`src/rtl/spi_rx_pkg.sv`:
```
package spi_rx_pkg;
  typedef enum logic {
    LVL_HALF    = 1'b0,
    LVL_QUARTER = 1'b1
  } lvl_sel_e;

  function automatic int unsigned quarter_of(input int unsigned depth);
    return (depth / 4 < 1) ? 1 : depth / 4;
  endfunction
endpackage

```
`src/rtl/spi_rx_store.sv`:
```
module spi_rx_store #(
  parameter int unsigned BW    = 8,
  parameter int unsigned DEPTH = 4,
  localparam int unsigned AW   = $clog2(DEPTH),
  localparam int unsigned CW   = $clog2(DEPTH + 1),
  localparam int unsigned FW   = 2 * BW
) (
  input  logic          clk,
  input  logic          rst,
  input  logic          wr_valid,
  input  logic          wr_wide,
  input  logic [FW-1:0] wr_data,
  input  logic          single_buf,
  input  logic          rd_en,
  input  logic          rd_wide,
  output logic [FW-1:0] rd_data,
  output logic [CW-1:0] cnt,
  output logic [CW-1:0] cnt_nxt,
  output logic          ovr_evt
);
  logic [BW-1:0] mem [DEPTH];
  logic [AW-1:0] wp, rp;
  logic [CW-1:0] need, req, pop;
  logic [CW:0]   fill_sum;
  logic          space_ok, accept;
  logic [BW-1:0] b0, b1;

  always_comb begin
    need     = wr_wide ? CW'(2) : CW'(1);
    fill_sum = {1'b0, cnt} + {1'b0, need};
    space_ok = single_buf ? (cnt == '0) : (fill_sum <= (CW+1)'(DEPTH));
    accept   = wr_valid & space_ok;
    ovr_evt  = wr_valid & ~space_ok;
    req      = rd_en ? (rd_wide ? CW'(2) : CW'(1)) : '0;
    pop      = (req > cnt) ? cnt : req;
    cnt_nxt  = cnt - pop + (accept ? need : '0);
    b0       = (cnt != '0) ? mem[rp] : '0;
    b1       = (rd_wide && cnt >= CW'(2)) ? mem[rp + AW'(1)] : '0;
  end

  // byte storage: no reset, so it can map onto distributed or block RAM
  always_ff @(posedge clk) begin
    if (accept) begin
      mem[wp] <= wr_data[BW-1:0];
      if (wr_wide) mem[wp + AW'(1)] <= wr_data[FW-1:BW];
    end
  end

  always_ff @(posedge clk) begin
    if (rst) begin
      wp      <= '0;
      rp      <= '0;
      cnt     <= '0;
      rd_data <= '0;
    end else begin
      if (accept) wp <= wp + AW'(need);
      rp  <= rp + AW'(pop);
      cnt <= cnt_nxt;
      if (rd_en) rd_data <= {b1, b0};
    end
  end

  assert_cnt_in_range_R5: assert property (@(posedge clk) disable iff (rst)
    cnt <= CW'(DEPTH));

  assert_drop_keeps_level_R5: assert property (@(posedge clk) disable iff (rst)
    ovr_evt && !rd_en |=> cnt == $past(cnt));

  assert_empty_read_zero_R9: assert property (@(posedge clk) disable iff (rst)
    rd_en && cnt == '0 && !wr_valid |=> rd_data == '0 && cnt == '0);
endmodule

```
`src/rtl/spi_rx_flags.sv`:
```
module spi_rx_flags
  import spi_rx_pkg::*;
#(
  parameter int unsigned DEPTH = 4,
  localparam int unsigned CW   = $clog2(DEPTH + 1),
  localparam int unsigned QLVL = quarter_of(DEPTH),
  localparam int unsigned HLVL = DEPTH / 2
) (
  input  logic          clk,
  input  logic          rst,
  input  logic [CW-1:0] cnt_nxt,
  input  logic          lvl_sel,
  input  logic          rx_ie,
  input  logic          err_ie,
  input  logic          ovr_evt,
  input  logic          ovr_clr,
  output logic          rx_ne,
  output logic          ovr,
  output logic          rx_irq,
  output logic          err_irq
);
  lvl_sel_e lvl;
  logic     ne_nxt, ovr_nxt;

  always_comb begin
    lvl     = lvl_sel_e'(lvl_sel);
    ne_nxt  = (lvl == LVL_QUARTER) ? (cnt_nxt >= CW'(QLVL)) : (cnt_nxt >= CW'(HLVL));
    ovr_nxt = ovr_evt | (ovr & ~ovr_clr);
  end

  always_ff @(posedge clk) begin
    if (rst) begin
      rx_ne   <= 1'b0;
      ovr     <= 1'b0;
      rx_irq  <= 1'b0;
      err_irq <= 1'b0;
    end else begin
      rx_ne   <= ne_nxt;
      ovr     <= ovr_nxt;
      rx_irq  <= ne_nxt & rx_ie;
      err_irq <= ovr_nxt & err_ie;
    end
  end

  assert_clear_drops_ovr_R6: assert property (@(posedge clk) disable iff (rst)
    ovr_clr && !ovr_evt |=> !ovr);

  assert_ovr_sticky_R6: assert property (@(posedge clk) disable iff (rst)
    ovr && !ovr_clr |=> ovr);

  assert_rx_irq_needs_ne_R4: assert property (@(posedge clk) disable iff (rst)
    rx_irq |-> rx_ne);

  assert_err_irq_needs_ovr_R7: assert property (@(posedge clk) disable iff (rst)
    err_irq |-> ovr);
endmodule

```
`src/rtl/spi_rx_fifo.sv`:
```
module spi_rx_fifo #(
  parameter int unsigned BYTE_W      = 8,
  parameter int unsigned DEPTH_BYTES = 4,
  localparam int unsigned FW         = 2 * BYTE_W,
  localparam int unsigned CW         = $clog2(DEPTH_BYTES + 1)
) (
  input  logic          clk,
  input  logic          rst,
  input  logic          rx_valid,
  input  logic          rx_wide,
  input  logic [FW-1:0] rx_data,
  input  logic          rd_en,
  input  logic          rd_wide,
  output logic [FW-1:0] rd_data,
  input  logic          thr_quarter,
  input  logic          rx_ie,
  input  logic          err_ie,
  input  logic          crc_mode,
  input  logic          ovr_clr,
  output logic          rx_ne,
  output logic          ovr,
  output logic          rx_irq,
  output logic          err_irq
);
  logic [CW-1:0] cnt, cnt_nxt;
  logic          ovr_evt;

  spi_rx_store #(.BW(BYTE_W), .DEPTH(DEPTH_BYTES)) u_store (
    .clk(clk), .rst(rst),
    .wr_valid(rx_valid), .wr_wide(rx_wide), .wr_data(rx_data),
    .single_buf(crc_mode),
    .rd_en(rd_en), .rd_wide(rd_wide), .rd_data(rd_data),
    .cnt(cnt), .cnt_nxt(cnt_nxt), .ovr_evt(ovr_evt)
  );

  spi_rx_flags #(.DEPTH(DEPTH_BYTES)) u_flags (
    .clk(clk), .rst(rst),
    .cnt_nxt(cnt_nxt), .lvl_sel(thr_quarter),
    .rx_ie(rx_ie), .err_ie(err_ie),
    .ovr_evt(ovr_evt), .ovr_clr(ovr_clr),
    .rx_ne(rx_ne), .ovr(ovr), .rx_irq(rx_irq), .err_irq(err_irq)
  );

  assert_crc_second_frame_ovr_R8: assert property (@(posedge clk) disable iff (rst)
    crc_mode && rx_valid && cnt != '0 |=> ovr);
endmodule

```
`config.mk`:
```
export PLATFORM = sky130hd
export DESIGN_NAME = spi_rx_fifo
export DESIGN_NICKNAME = d
export VERILOG_FILES = /design/src/rtl/spi_rx_pkg.sv /design/src/rtl/spi_rx_store.sv /design/src/rtl/spi_rx_flags.sv /design/src/rtl/spi_rx_fifo.sv
export SDC_FILE = /design/constraint.sdc
export NUM_CORES = 1
export LEC_CHECK = 0
export BUFFER_PORTS_ARGS = -buffer_cell sky130_fd_sc_hd__buf_2
export CAP_MARGIN = 5
export CORE_MARGIN = 2
export CORE_UTILIZATION = 40
export CTS_BUF_LIST = sky130_fd_sc_hd__clkbuf_2 sky130_fd_sc_hd__clkbuf_4 sky130_fd_sc_hd__clkbuf_8
export DETAILED_ROUTE_END_ITERATION = 16
export PLACE_DENSITY = 0.65
export SLEW_MARGIN = 30
export SYNTH_ARGS = -nofsm -noshare
export SYNTH_HDL_FRONTEND = slang
export SYNTH_SLANG_ARGS = --single-unit
```
`constraint.sdc`:
```
create_clock -name clk -period 3.52 [get_ports clk]
set_input_delay 0.352 -clock clk [delete_from_list [all_inputs] [get_ports clk]]
set_output_delay 0.352 -clock clk [all_outputs]
set_load 0.03 [all_outputs]
```
; Word-level counts from Yosys, hierarchy flattened
; Memory sizes are Yosys's and may differ from the RTL's. A register that Yosys moved wholly into a read port is not among the register bits.
; Index checks and enable logic that the tools add are counted.
[op_classes]
addsub = 7
magnitude_cmp = 5
mux = 15
bitwise = 8
n_reduce_logical = 3
[ops]
columns = cell, n
row1 = $mux W8, 2
row2 = $mux W3, 3
row3 = $mux W1, 7
row4 = $ge A3 B2 Y1 const B, 2
row5 = $mux W2, 3
row6 = $and A1 B1 Y1, 5
row7 = $add A2 B1 Y2 const B, 2
row8 = $add A2 B2 Y2, 2
row9 = $add A3 B3 Y4, 1
row10 = $le A4 B3 Y1 const B, 1
row11 = $add A3 B3 Y3, 1
row12 = $ge A3 B1 Y1 const B, 1
row13 = $gt A3 B3 Y1, 1
row14 = $logic_not A3 Y1, 1
row15 = $reduce_bool A3 Y1, 1
row16 = $sub A3 B3 Y3, 1
row17 = $not A1 Y1, 2
row18 = $logic_and A1 B1 Y1, 1
row19 = $or A1 B1 Y1, 1
[totals]
reg_bits = 27
mem_bits_rw = 32
in_bits = 27
out_inout_bits = 20
elab_cells = 47
n_memories = 1
[mem_list]
columns = memory, words, width, read_ports, rd_ports_with_merged_regs, wr, line_no
row1 = u_store.mem, 4, 8, 2, 1, 2, spi_rx_store.sv:21  ; logic [BW-1:0] mem [DEPTH];

; Depth between registers and ports, before layout
[logic_depth]
word_depth = 10
depth_mapped = 15
depth_no_buf = 15

; Modules after synthesis
; Synthesis repeated with hierarchy kept, for this count alone.
[hier_totals]
hier_cells = 244
hier_area_um2 = 3141.8
[by_module_without_submodules]
columns = module, n_inst, cells_per_inst, area_per_inst_um2, seq_area_each_um2
row1 = spi_rx_store, 1, 232, 3011.6, 1421.4
row2 = spi_rx_flags, 1, 12, 130.1, 80.1

; Worst setup path after synthesis
; OpenSTA, ideal clock, no wires.
[synth_timing]
path_kind = in2reg
from = input rx_wide
to = register u_flags.rx_irq
setup_ps = 115
arrival_ps = 3649
t_required_ps = 3405
setup_slack_ps = -243
path_stages = 15
n_path_buf = 0
path_cell_list = inv_1 ha_1 inv_1 fa_1 xnor2_2 a221oi_4 or2_2 nand3_1 fa_1 inv_1 fa_1 xor2_1 xnor2_1 a21oi_1 and2_1
[synth_between]
elab_chain_len = 10
word_cells_on_any_way = 11
cone_classes = 2 x add/sub / 3 x order compare / 4 x mux / 2 x bitwise
[synth_rtl]
columns = element, line_no
row1 = from (decl), spi_rx_fifo.sv:10  ; input logic rx_wide,
row2 = $mux W2 (*), spi_rx_store.sv:29  ; need = wr_wide ? CW'(2) : CW'(1);
row3 = $add A3 B3 Y4, spi_rx_store.sv:30  ; fill_sum = {1'b0, cnt} + {1'b0, need};
row4 = $le A4 B3 Y1, spi_rx_store.sv:31  ; space_ok = single_buf ? (cnt == '0) : (fill_sum <= (CW+1)'(DEPTH));
row5 = $mux W1, spi_rx_store.sv:31
row6 = $and A1 B1 Y1, spi_rx_store.sv:32  ; accept = wr_valid & space_ok;
row7 = $mux W3 (*), spi_rx_store.sv:36  ; cnt_nxt = cnt - pop + (accept ? need : '0);
row8 = $add A3 B3 Y3 (*), spi_rx_store.sv:36
row9 = $ge A3 B2 Y1 / $ge A3 B1 Y1 (equally long branches), spi_rx_flags.sv:27  ; ne_nxt = (lvl == LVL_QUARTER) ? (cnt_nxt >= CW'(QLVL)) : (cnt_nxt >= CW'(HLVL));
row10 = $mux W1 (*), spi_rx_flags.sv:27
row11 = $and A1 B1 Y1 (*), spi_rx_flags.sv:40  ; rx_irq <= ne_nxt & rx_ie;
row12 = to (signal assigned), spi_rx_flags.sv:40
row13 = to (decl), spi_rx_flags.sv:19  ; output logic rx_irq,
; Every way passes the cells marked *; elsewhere a longest branch is shown, timed or not.
; A chain may end at the register's enable or synchronous reset.

; Worst setup path in the final report
[layout_timing]
from = register u_store.cnt[0]
to = register u_flags.rx_irq
[layout_between]
elab_chain_len = 9
word_cells_on_any_way = 14
cone_classes = 3 x add/sub / 4 x order compare / 4 x mux / 2 x bitwise / 1 x reduce/logical
[layout_rtl]
columns = element, line_no
row1 = from (decl), spi_rx_store.sv:17  ; output logic [CW-1:0] cnt,
row2 = from (signal assigned), spi_rx_store.sv:58  ; cnt <= cnt_nxt;
row3 = $add A3 B3 Y4, spi_rx_store.sv:30
row4 = $le A4 B3 Y1, spi_rx_store.sv:31
row5 = $mux W1, spi_rx_store.sv:31
row6 = $and A1 B1 Y1, spi_rx_store.sv:32
row7 = $mux W3, spi_rx_store.sv:36
row8 = $add A3 B3 Y3 (*), spi_rx_store.sv:36
row9 = $ge A3 B2 Y1 / $ge A3 B1 Y1 (equally long branches), spi_rx_flags.sv:27
row10 = $mux W1 (*), spi_rx_flags.sv:27
row11 = $and A1 B1 Y1 (*), spi_rx_flags.sv:40
; Marked as above.

==> flow_summary.json <==
{
  "worstHoldPathType": "input port to flop",
  "grt_max_degree": 30,
  "antenna_left": 0,
  "holdPathStages": 2,
  "clk_pin_slew_ps": 70,
  "critical_path_class": "flop to flop",
  "cts-resized-gates": 0,
  "final-seq-area_um2": 1510,
  "yosysSeqAreaShare": 0.473,
  "ys_ff_latch": 59,
  "netlist_instances": 245,
  "slew_viol_final": 0,
  "tritoncts": "yes",
  "reg2reg_depth": 14,
  "critPathMaxFanout": 5,
  "cp-end-kind": "flop",
  "leakage_nw": 1.46,
  "final-hold-violation-count": 0,
  "peakVddDrop_mv": 0.214,
  "r2r_slack_ps": 240,
  "clock-root-buffer": "clkbuf_8",
  "cp_slowest_cell": "fa_2",
  "seqPwrFrac": 0.376,
  "multi_input_area_um2": 1620,
  "required_ps": 3750,
  "yosys_warnings": 0,
  "synth_area_leaders": "edfxtp_1 30%, dfxtp_1 17%, mux4_2 11%",
  "clk_latency_ps": 340,
  "status": "finished clean",
  "yosysMostFrequentCell": "edfxtp_1",
  "yosys.area.top_type": "edfxtp_1",
  "diodes": 0,
  "synth_edf_count": 32,
  "avgSynthCellArea_um2": 13.0,
  "fp-row-count": 32,
  "clk_path_buf_depth": 2,
  "core_um2": 7730,
  "place.gp.congestion": 0.719,
  "comb_power_share": 0.372,
  "p_switching_mw": 0.958,
  "clkPwrFrac": 0.252,
  "startpoint": "u_store.cnt[0]",
  "port_buffers": 46,
  "synth_fp_nets": 283,
  "fin_crit_ps": 3280,
  "rsz0062_at_grt": "false",
  "internal_power_mw": 1.80,
  "hold_buffers": 0,
  "finalCritPeriodShare": 0.932,
  "syn2layout_area_growth_pct": 20.3,
  "startpoint_type": "flop",
  "start_util": 0.411,
  "post_cts.repair.setup_buffers": 0,
  "worstSetupEndpoint": "u_flags.rx_irq",
  "setup_viol": 0,
  "cts_sinks": 59,
  "min_from": "err_ie",
  "finClkSkew_ps": 9.24,
  "vias_per_cell": 5.11,
  "cts-htree-levels": 3,
  "reg2reg_to": "u_flags.rx_irq",
  "gr-total-overflow": 0,
  "synthArstFlopShare": 0,
  "synth_top_area_frac": 0.302,
  "grt_usage": 0.157,
  "syn_area_um2": 3180,
  "synth_cell_types": 38,
  "swShare": 0.347,
  "grt_antenna_before_repair": 0,
  "via_count": 2088,
  "synth_ff_type": "edfxtp_1",
  "nFillCells": 679,
  "max-slew-margin-rel": 0.476,
  "post-route-util": 0.495,
  "slowest_delay_ps": 510,
  "drc": 0,
  "die-area_um2": 8670,
  "ioPinCount": 47,
  "first_iter_violations": 99,
  "routedWlPerCell_um": 15.6,
  "worstPathCellList": "ha_4 -> inv_2 -> fa_2 -> nand2b_1 -> a221oi_4 -> or2_4 -> nand3_2 -> fa_1 -> inv_1 -> fa_2 -> xor2_1 -> xnor2_1 -> a21oi_1 -> and2_1",
  "drive_gt1_frac": 0.446,
  "finalPower_mw": 2.76,
  "power.density_nw_per_um2": 723,
  "die_w_um": 93.1,
  "worst_pin_slew_ps": 785,
  "grt_pass1_wl_um": 10400,
  "cpMostUsedCell": "fa_2",
  "cap_violations": 0,
  "final_nets": 340,
  "wl_um": 6390,
  "synth_common_cells": "32 x edfxtp_1, 30 x mux2_2, 27 x dfxtp_1, 24 x nor2_1, 21 x nor2b_1",
  "first_pass_iters": 6,
  "dp_hpwl_um": 4440,
  "rr_startpoint": "u_store.cnt[0]",
  "max_freq_mhz": 305,
  "grt_pass1_vias": 2078,
  "die_h_um": 93.1,
  "cp.arrival_ps": 3510,
  "cts_buffers": 9
}
[through the flow]
step                worst slack, ps  cells  TNS, ps  instance area [µm²]  hold slack [ps]
detailed placement             96.8    393        0                 3600              556
floorplan                    -0.978    245   -0.978                 3210              470
CTS                             227    409        0                 3820              214
global placement                168    393        0                 3600              542
finish                          241    409        0                 3820              221
global route                   75.4    409        0                 3820              228
[logic make-up (layout without fill, tap and decap cells)]
logic type                 count (synthesis)  in the layout  synth area share
AOI/OAI and AO/OA                         35             35            0.0851
xor gates and xnor gates                   5              5            0.0162
adders and majority gates                 11             11            0.0504
buffers and inverters                     18             80            0.0244
DFF                                       59             59             0.473
muxes                                     52             52             0.240
and+or+nand+nor                           65             65             0.111
[layer usage]
metal  vias to the layer above  GRT usage  routed length [µm]  part of all wire
met2                        41      0.249                2980              0.47
met3                         6     0.0435                 263             0.041
li1                       1024          -                   -                 -
met4                         0     0.0613                  89             0.014
met5                         -          0                   0                 0
met1                      1017      0.203                3050              0.48
[critical path: cells and delay by family, from the launching register on]
family / cells / cell delay (ps)
simple gates: 4 / 470
compound gates: 2 / 370
fa+ha+maj: 4 / 1470
flops: 1 / 400
buf+inv: 2 / 80
xor+xnor: 2 / 370
[registers in the layout (all words and copies together), names as in the netlist]
signal	count
u_flags.err_irq	1
u_store.rp	2
u_store.mem	32
u_flags.rx_ne	1
u_store.wp	2
u_store.rd_data	16
u_flags.rx_irq	1
u_flags.ovr	1
u_store.cnt	3
[power by group through the flow]
stage               Combinational [mW]  Clock (mW)  Sequential [mW]
floorplan                        0.774           0             1.04
global route                      1.13       0.735             1.06
global placement                  1.01           0             1.04
detailed placement                1.02           0             1.05
finish                            1.03       0.697             1.04
CTS                               1.03       0.709             1.04
[cells in the final DEF (no fill, tap or decap), types with 2 or more instances in the layout]
master     Yosys  final
buf_2          2     46
ha_1           8      7
o21ai_4        4      4
nor2_1        24     24
mux2_2        30     30
dfxtp_2        0      2
mux2i_1        2      2
xnor2_1        2      2
o21a_1         2      2
edfxtp_1      32     32
dfxtp_1       27     24
a21oi_1       19     19
xor2_1         2      2
fa_2           0      2
and2_1         2      2
nor3_1         7      7
nor2b_1       21     21
a31oi_1        2      2
mux4_2        16     16
nand2b_1       5      5
mux2_1         4      4
bufinv_16      0      2
inv_1          9      7
clkbuf_8       0     10
buf_4          0      9
[worst min-delay path by stage]
stage / endpoint / slack (ps)
2_1_floorplan: u_flags.err_irq / 470
3_3_place_gp: u_store.wp[0] / 540
3_5_place_dp: u_store.wp[0] / 560
4_1_cts: u_flags.rx_irq / 210
5_1_grt: u_flags.rx_irq / 230
6_report: u_flags.err_irq / 220
[layout make-up]
cell class,instances,share of cell area
multi-input cells,168,0.425
flip-flops and latches,59,0.394
repair buffers,55,0.0779
clock buffers,10,0.0360
well taps,102,0.0334
clock inverters,6,0.0229
inverters,9,0.0108
(Power assumes the default switching activity.)
